## config.mk

```make
export PLATFORM = sky130hd
export DESIGN_NAME = chain_alu_unit
export DESIGN_NICKNAME = d
export VERILOG_FILES = /design/src/rtl/chain_alu_pkg.sv /design/src/rtl/chain_alu_decode.sv /design/src/rtl/chain_alu_core.sv /design/src/rtl/chain_alu_regfile.sv /design/src/rtl/chain_alu_unit.sv
export SDC_FILE = /design/constraint.sdc
export NUM_CORES = 2
export LEC_CHECK = 0
export ABC_CLOCK_PERIOD_IN_PS = 3760
export BUFFER_PORTS_ARGS = -buffer_cell sky130_fd_sc_hd__buf_4
export CAP_MARGIN = 40
export CORE_UTILIZATION = 40
export CTS_CLUSTER_SIZE = 10
export DETAILED_ROUTE_END_ITERATION = 8
export SLEW_MARGIN = 20
export SYNTH_ARGS = -nofsm -noshare
export SYNTH_HDL_FRONTEND = slang
export SYNTH_HIERARCHICAL = 1
export SYNTH_SLANG_ARGS = --single-unit
export TNS_END_PERCENT = 5
```

## constraint.sdc

```tcl
create_clock -name clk -period 3.76 [get_ports clk]
set_input_delay 0 -clock clk [delete_from_list [all_inputs] [get_ports clk]]
set_output_delay 0 -clock clk [all_outputs]
set_load 0.02 [all_outputs]
```

## src/rtl/chain_alu_pkg.sv

```systemverilog
package chain_alu_pkg;

    localparam int WORD_W  = 40;
    localparam int REG_CNT = 16;
    localparam int IDX_W   = $clog2(REG_CNT);
    localparam int OPC_W   = 4;

    typedef logic [WORD_W-1:0] word_t;

    typedef enum logic [OPC_W-1:0] {
        OPC_NOP  = 4'd0,
        OPC_LDIA = 4'd1,
        OPC_LDIB = 4'd2,
        OPC_LDRA = 4'd3,
        OPC_LDRB = 4'd4,
        OPC_ADD  = 4'd5,
        OPC_SUB  = 4'd6,
        OPC_AND  = 4'd7,
        OPC_OR   = 4'd8,
        OPC_XOR  = 4'd9,
        OPC_NOT  = 4'd10,
        OPC_MOVR = 4'd11
    } opcode_e;

    typedef enum logic [2:0] {
        FN_ADD,
        FN_SUB,
        FN_AND,
        FN_OR,
        FN_XOR,
        FN_NOT
    } alu_fn_e;

    typedef struct packed {
        logic    load_a;
        logic    load_b;
        logic    from_reg;
        logic    fire;
        alu_fn_e fn;
        logic    store;
    } ctrl_t;

endpackage

```

## src/rtl/chain_alu_decode.sv

```systemverilog
module chain_alu_decode
    import chain_alu_pkg::*;
(
    input  logic             take,
    input  logic [OPC_W-1:0] opc,
    output ctrl_t            ctrl
);

    always_comb begin
        ctrl = '0;
        if (take) begin
            case (opcode_e'(opc))
                OPC_LDIA: ctrl.load_a = 1'b1;
                OPC_LDIB: ctrl.load_b = 1'b1;
                OPC_LDRA: begin
                    ctrl.load_a   = 1'b1;
                    ctrl.from_reg = 1'b1;
                end
                OPC_LDRB: begin
                    ctrl.load_b   = 1'b1;
                    ctrl.from_reg = 1'b1;
                end
                OPC_ADD: begin ctrl.fire = 1'b1; ctrl.fn = FN_ADD; end
                OPC_SUB: begin ctrl.fire = 1'b1; ctrl.fn = FN_SUB; end
                OPC_AND: begin ctrl.fire = 1'b1; ctrl.fn = FN_AND; end
                OPC_OR:  begin ctrl.fire = 1'b1; ctrl.fn = FN_OR;  end
                OPC_XOR: begin ctrl.fire = 1'b1; ctrl.fn = FN_XOR; end
                OPC_NOT: begin ctrl.fire = 1'b1; ctrl.fn = FN_NOT; end
                OPC_MOVR: ctrl.store = 1'b1;
                default: ctrl = '0;
            endcase
        end
    end

    always_comb begin
        if (take === 1'b1)
            AST_ONE_ACTION: assert ($countones({ctrl.load_a, ctrl.load_b, ctrl.fire, ctrl.store}) <= 1);
    end

endmodule

```

## src/rtl/chain_alu_core.sv

```systemverilog
module chain_alu_core
    import chain_alu_pkg::*;
#(
    parameter int W = WORD_W
) (
    input  alu_fn_e        fn,
    input  logic [W-1:0]   a,
    input  logic [W-1:0]   b,
    output logic [W-1:0]   y
);

    always_comb begin
        case (fn)
            FN_ADD:  y = a + b;
            FN_SUB:  y = a - b;
            FN_AND:  y = a & b;
            FN_OR:   y = a | b;
            FN_XOR:  y = a ^ b;
            FN_NOT:  y = ~a;
            default: y = '0;
        endcase
    end

endmodule

```

## src/rtl/chain_alu_regfile.sv

```systemverilog
module chain_alu_regfile #(
    parameter int W     = 40,
    parameter int DEPTH = 16,
    localparam int AW   = $clog2(DEPTH)
) (
    input  logic          clk,
    input  logic          rst,
    input  logic          we,
    input  logic [AW-1:0] waddr,
    input  logic [W-1:0]  wdata,
    input  logic [AW-1:0] raddr,
    output logic [W-1:0]  rdata
);

    logic [W-1:0] mem [DEPTH];

    always_ff @(posedge clk) begin
        if (rst) begin
            for (int i = 0; i < DEPTH; i++) mem[i] <= '0;
        end else if (we) begin
            mem[waddr] <= wdata;
        end
    end

    assign rdata = mem[raddr];

    AST_RF_WRITE: assert property (@(posedge clk) disable iff (rst)
        we |=> (mem[$past(waddr)] == $past(wdata)));

endmodule

```

## src/rtl/chain_alu_unit.sv

```systemverilog
module chain_alu_unit
    import chain_alu_pkg::*;
(
    input  logic              clk,
    input  logic              rst,
    input  logic              in_valid,
    output logic              in_ready,
    input  logic [OPC_W-1:0]  in_opcode,
    input  logic [IDX_W-1:0]  in_idx,
    input  logic [WORD_W-1:0] in_imm,
    output logic [WORD_W-1:0] result,
    output logic              wr_en,
    output logic [IDX_W-1:0]  wr_idx,
    output logic [WORD_W-1:0] wr_data
);

    ctrl_t ctrl;
    word_t slot_a, slot_b, res_q, alu_y, reg_rd, load_val;

    assign in_ready = 1'b1;

    chain_alu_decode u_dec (
        .take (in_valid & in_ready),
        .opc  (in_opcode),
        .ctrl (ctrl)
    );

    chain_alu_core #(.W(WORD_W)) u_core (
        .fn (ctrl.fn),
        .a  (slot_a),
        .b  (slot_b),
        .y  (alu_y)
    );

    chain_alu_regfile #(.W(WORD_W), .DEPTH(REG_CNT)) u_rf (
        .clk   (clk),
        .rst   (rst),
        .we    (ctrl.store),
        .waddr (in_idx),
        .wdata (res_q),
        .raddr (in_idx),
        .rdata (reg_rd)
    );

    assign load_val = ctrl.from_reg ? reg_rd : in_imm;

    always_ff @(posedge clk) begin
        if (rst) begin
            slot_a  <= '0;
            slot_b  <= '0;
            res_q   <= '0;
            wr_en   <= 1'b0;
            wr_idx  <= '0;
            wr_data <= '0;
        end else begin
            wr_en <= 1'b0;
            if (ctrl.load_a) slot_a <= load_val;
            if (ctrl.load_b) slot_b <= load_val;
            if (ctrl.fire) begin
                res_q  <= alu_y;
                slot_a <= alu_y;
            end
            if (ctrl.store) begin
                wr_en   <= 1'b1;
                wr_idx  <= in_idx;
                wr_data <= res_q;
            end
        end
    end

    assign result = res_q;

    AST_RESULT_HOLD: assert property (@(posedge clk) disable iff (rst)
        !ctrl.fire |=> $stable(res_q));
    AST_CHAIN_A: assert property (@(posedge clk) disable iff (rst)
        ctrl.fire |=> (slot_a == res_q));
    AST_B_KEEP: assert property (@(posedge clk) disable iff (rst)
        !ctrl.load_b |=> $stable(slot_b));
    AST_WR_PULSE: assert property (@(posedge clk) disable iff (rst)
        ctrl.store |=> (wr_en && wr_data == $past(res_q) && wr_idx == $past(in_idx)));
    AST_WR_QUIET: assert property (@(posedge clk) disable iff (rst)
        !(in_valid && in_opcode == 4'd11) |=> !wr_en);

endmodule

```

==> qor_table.md <==
| Metric | Value |
|---|---|
| Total routed wire length on the met1 layer | 51400 um |
| Dominant combinational cell family by area after synthesis | simple AND/OR/NAND/NOR gates |
| Number of enable flip-flop cells after synthesis | 640 |
| Switch Pwr | 6.04 mW |
| Initial DRC count | 1975 |
| Uppermost routed layer | met4 |
| Number of library cell types mapped by synthesis | 84 |
| Run status | finished with violations |
| Final-report max-slew violation count | 0 |
| Clock H-tree levels | 3 |
| Root buffer cell | sky130_fd_sc_hd__clkbuf_16 |
| CTS sink cnt | 805 |
| Launching point of the worst reg2reg path | slot_b[7]$_SDFFE_PP0P_ |
| Kind of end point of the critical path | flop |
| Mux cell area share after synthesis | 10.9% |
| Total area of sequential cells | 22500 um^2 |
| Combinational fraction of design power | 18.0% |
| LEAKAGE | 18.3 nW |
| Ratio of total power to cell area | 458 nW/um^2 |
| Min cycle time layout | 4.18 ns |
| Chip Width | 322 um |
| Worst rel slew slack | 42.6% |
| # setup viols final | 32 |
| Post-layout nets | 3728 |
| Fraction of registers with async set/reset | 0% |
| Antenna viol nets, final | 0 |
| Synthesized-area fraction occupied by ao, oa, aoi and oai cells | 8.61% |
| Setup TNS after final layout | -6.06 ns |
| WP data arrival | 4.76 ns |
| Min-Delay Path Class | input pin to flop |
| Final cycle utilization of the critical path | 111% |
| Number of standard cells in the final layout excluding fillers | 4956 |
| Data required time of the worst path | 4.34 ns |
| Sequential share of power | 46.1% |
| Clock transition time at the flip-flop clock pins of the worst setup and hold paths | 0.06 ns |
| Fraction of the yosys area taken by sequential cells | 55.1% |
| Overall track demand over capacity in global routing | 23.5% |
| Mean Syn Cell Area | 12.7 um^2 |
| Final core occ | 48.5% |
| Routed length on met3 | 6700 um |
| Type of origin of the critical path | flop |
| Primary FF master, synth | sky130_fd_sc_hd__edfxtp_1 |
| Number of fillers in the final layout | 8774 |
| Vias in the first global route | 27300 |
| Hold path start | in_valid |
| Pin count of the biggest net entering global routing | 134 |
| Via/cell ratio | 5.48 |
| First-pass GRT wire length | 179000 um |
| Critical path class | flop to flop |
| Initial antenna violation count | 3 |
| TritonCTS clock tree | built |
| Detailed placer's ending HPWL | 77700 um |
| Worst ir drop on vdd | 0.000325 V |
| Net count of the mapped netlist | 3394 |
| Post-synthesis simple-gate area fraction | 16.1% |
| Core Rows | 116 |
| Maximum capacitance violations | 0 |
| Pre-Repair DR Iteration Count | 6 |
| Pre-CTS WS | -0.858 ns |
| Post-route setup slack | -0.421 ns |
| Multi-input gate area in the final layout | 17300 um^2 |
| Transition time of the tightest slew-check pin | 0.860 ns |
| Vert. Die Dim | 322 um |
| Part of the total power dissipated in the clock network | 35.9% |
| Most common library cell in the layout ignoring fill and taps | sky130_fd_sc_hd__and2_1 |
| F_max | 239 MHz |
| Final instance area | 48800 um^2 |
| Endpoints failing hold | 0 |
| Total Die Area | 103000 um^2 |
| Number of top-level design ports | 137 |
| Placeable core area | 101000 um^2 |
| Routability congestion estimate | 0.915 |
| Number of buffers on the longest clock path | 3 |
| Syn Inst Count | 3222 |
| Final routed wirelength across all metal layers | 122000 um |
| Average detailed-routed wire length per instance | 24.7 um |
| Largest cells by area after synthesis | sky130_fd_sc_hd__edfxtp_1 (47%), sky130_fd_sc_hd__and2_1 (9.8%), sky130_fd_sc_hd__mux4_2 (8.8%) |
| Residual overflow from global routing | 0 |
| Power consumption | 22.3 mW |
| Detailed-routed wire length on met2 | 60800 um |
| Port Buffers | 135 |
| Total placed instance area | 45200 um^2 |
| Yosys top cell area share | 47.0% |
| Yosys reg bits | 805 |
| Initial Util | 40.6% |
| Clock insertion delay at the later pin of the skew report | 0.67 ns |
| Adder and majority cell fraction of the synthesized area | 3.72% |
| Cell-internal power | 16.3 mW |
| Number of CTS-inserted buffers | 92 |
| RSZ-0062 raised after global routing | true |
| Clock skew after layout | 0.0215 ns |
| Most frequent cells in the layout | sky130_fd_sc_hd__and2_1 (641), sky130_fd_sc_hd__edfxtp_1 (640), sky130_fd_sc_hd__buf_4 (413), sky130_fd_sc_hd__dfxtp_1 (161), sky130_fd_sc_hd__mux4_2 (160) |
| Xor and xnor area share after synthesis | 1.65% |
| Total number of vias | 27100 |
| Switching Fraction | 27.0% |
| Hold slack final | 0.110 ns |
| Post-synthesis cell type with the largest combined area | sky130_fd_sc_hd__edfxtp_1 |
| Violated checks | negative setup slack |
| Critical Path Start | slot_b[7]$_SDFFE_PP0P_ |
| Number of warnings issued by yosys | 6 |
| Residual DRC count | 0 |
| DP Cell Count | 4752 |
| Cell area after technology mapping | 40800 um^2 |
| Highest net fanout along the worst path | 4 |
| Layout cells sized above 1 | 24.6% |
| Area growth syn-to-layout | 19.4% |
-- Yosys cell counts (7+ instances only) --
| cell type | instances |
|---|---|
| sky130_fd_sc_hd__a21oi_1 | 83 |
| sky130_fd_sc_hd__or4b_1 | 40 |
| sky130_fd_sc_hd__a21o_1 | 21 |
| sky130_fd_sc_hd__edfxtp_1 | 640 |
| sky130_fd_sc_hd__o22ai_1 | 17 |
| sky130_fd_sc_hd__nor3_1 | 17 |
| sky130_fd_sc_hd__clkbuf_1 | 184 |
| sky130_fd_sc_hd__nor2b_1 | 13 |
| sky130_fd_sc_hd__ha_1 | 120 |
| sky130_fd_sc_hd__nor2_1 | 163 |
| sky130_fd_sc_hd__buf_2 | 38 |
| sky130_fd_sc_hd__nand4_1 | 12 |
| sky130_fd_sc_hd__dfxtp_1 | 165 |
| sky130_fd_sc_hd__or2_2 | 17 |
| sky130_fd_sc_hd__nand2b_1 | 49 |
| sky130_fd_sc_hd__mux4_2 | 160 |
| sky130_fd_sc_hd__a22oi_1 | 80 |
| sky130_fd_sc_hd__nand2_1 | 144 |
| sky130_fd_sc_hd__buf_6 | 19 |
| sky130_fd_sc_hd__o21ai_0 | 82 |
| sky130_fd_sc_hd__xnor2_1 | 62 |
| sky130_fd_sc_hd__o221ai_2 | 41 |
| sky130_fd_sc_hd__a211oi_1 | 64 |
| sky130_fd_sc_hd__xor2_1 | 15 |
| sky130_fd_sc_hd__a22o_1 | 15 |
| sky130_fd_sc_hd__and2_1 | 642 |
| sky130_fd_sc_hd__clkbuf_2 | 13 |
| sky130_fd_sc_hd__a31oi_1 | 10 |
| sky130_fd_sc_hd__nand3_1 | 11 |
| sky130_fd_sc_hd__buf_4 | 7 |
| sky130_fd_sc_hd__inv_1 | 87 |
| sky130_fd_sc_hd__o31ai_1 | 11 |
| sky130_fd_sc_hd__mux2i_1 | 86 |
-- worst max-delay path, cell delays in order (launching register included) --
cell and delay, ns:
sky130_fd_sc_hd__dfxtp_2 0.33, sky130_fd_sc_hd__nor4_4 0.38, sky130_fd_sc_hd__and4_4 0.29, sky130_fd_sc_hd__nand2_2 0.08
sky130_fd_sc_hd__nor2_4 0.10, sky130_fd_sc_hd__a21oi_2 0.08, sky130_fd_sc_hd__a21oi_4 0.24, sky130_fd_sc_hd__buf_6 0.14
sky130_fd_sc_hd__buf_6 0.08, sky130_fd_sc_hd__xnor2_1 0.11, sky130_fd_sc_hd__ha_1 0.27, sky130_fd_sc_hd__a21o_1 0.18
sky130_fd_sc_hd__a21o_1 0.19, sky130_fd_sc_hd__a21oi_2 0.14, sky130_fd_sc_hd__o21ai_1 0.08, sky130_fd_sc_hd__a31oi_1 0.21
sky130_fd_sc_hd__buf_4 0.16, sky130_fd_sc_hd__o31ai_1 0.07, sky130_fd_sc_hd__a211oi_2 0.28, sky130_fd_sc_hd__buf_4 0.18
sky130_fd_sc_hd__xnor2_1 0.11, sky130_fd_sc_hd__a21o_1 0.13, sky130_fd_sc_hd__nand2_1 0.08, sky130_fd_sc_hd__o221ai_2 0.19
-- logic make-up (layout without fill, tap and decap cells) --
kind of cell	after synthesis	in the layout
AND/OR/NAND/NOR	1145	1145
multiplexers	246	246
XOR/XNOR	77	77
other	1	4
flip-flops	805	805
adder cells (fa/ha/maj)	121	121
buffers and inverters	351	725
AO/OA/AOI/OAI	476	476
-- registers in the layout, summed over array words and instances (netlist names) --
name and flops:
u_rf/mem 640, result 40, slot_a 40, slot_b 40, wr_data 40, wr_idx 4, wr_en 1
-- what timing repair did --
action | 4_1_cts | 5_1_grt
hold buffers | 45 | 1
setup buffers | 9 | 7
gates resized for setup | 57 | 32
endpoints found under the hold margin | 87 | 3
setup endpoints to repair | 44 | 47
pin swaps | 25 | 23
-- layer usage --
| metal | GRT usage [%] | up-vias |
|---|---|---|
| li1 | - | 12400 |
| met1 | 30.4 | 13800 |
| met2 | 40.7 | 785 |
| met3 | 3.02 | 161 |
| met4 | 7.53 | 0 |
| met5 | 0 | - |
-- final cells by class --
class,count,area share [%]
clock inverter,10,0.241
timing repair buffer,504,8.88
clock buffer,124,5.03
inverter,87,0.670
antenna,3,0.0154
sequential,805,46.2
multi-input combinational,2066,35.5
tap,1357,3.48
-- power groups by stage --
stage	clock network (mW)	logic [mW]	registers [mW]
6_report	8.03	4.03	10.3
5_1_grt	8.52	4.31	10.3
4_1_cts	8.18	3.88	10.3
3_5_place_dp	0	3.70	10.5
3_3_place_gp	0	3.65	10.5
2_1_floorplan	0	2.13	10.3
-- path summary, 6_finish.rpt --
path,end,slack (ns),cells past startpoint
setup / recovery,slot_a[37]$_SDFFE_PP0P_,-0.42,23
hold / removal,result[0]$_SDFFE_PP0P_,0.11,6
setup reg to reg,slot_a[37]$_SDFFE_PP0P_,-0.42,23
hold reg to reg,wr_data[8]$_SDFFE_PP0P_,0.49,2
Power figures use the tool's default switching activity.
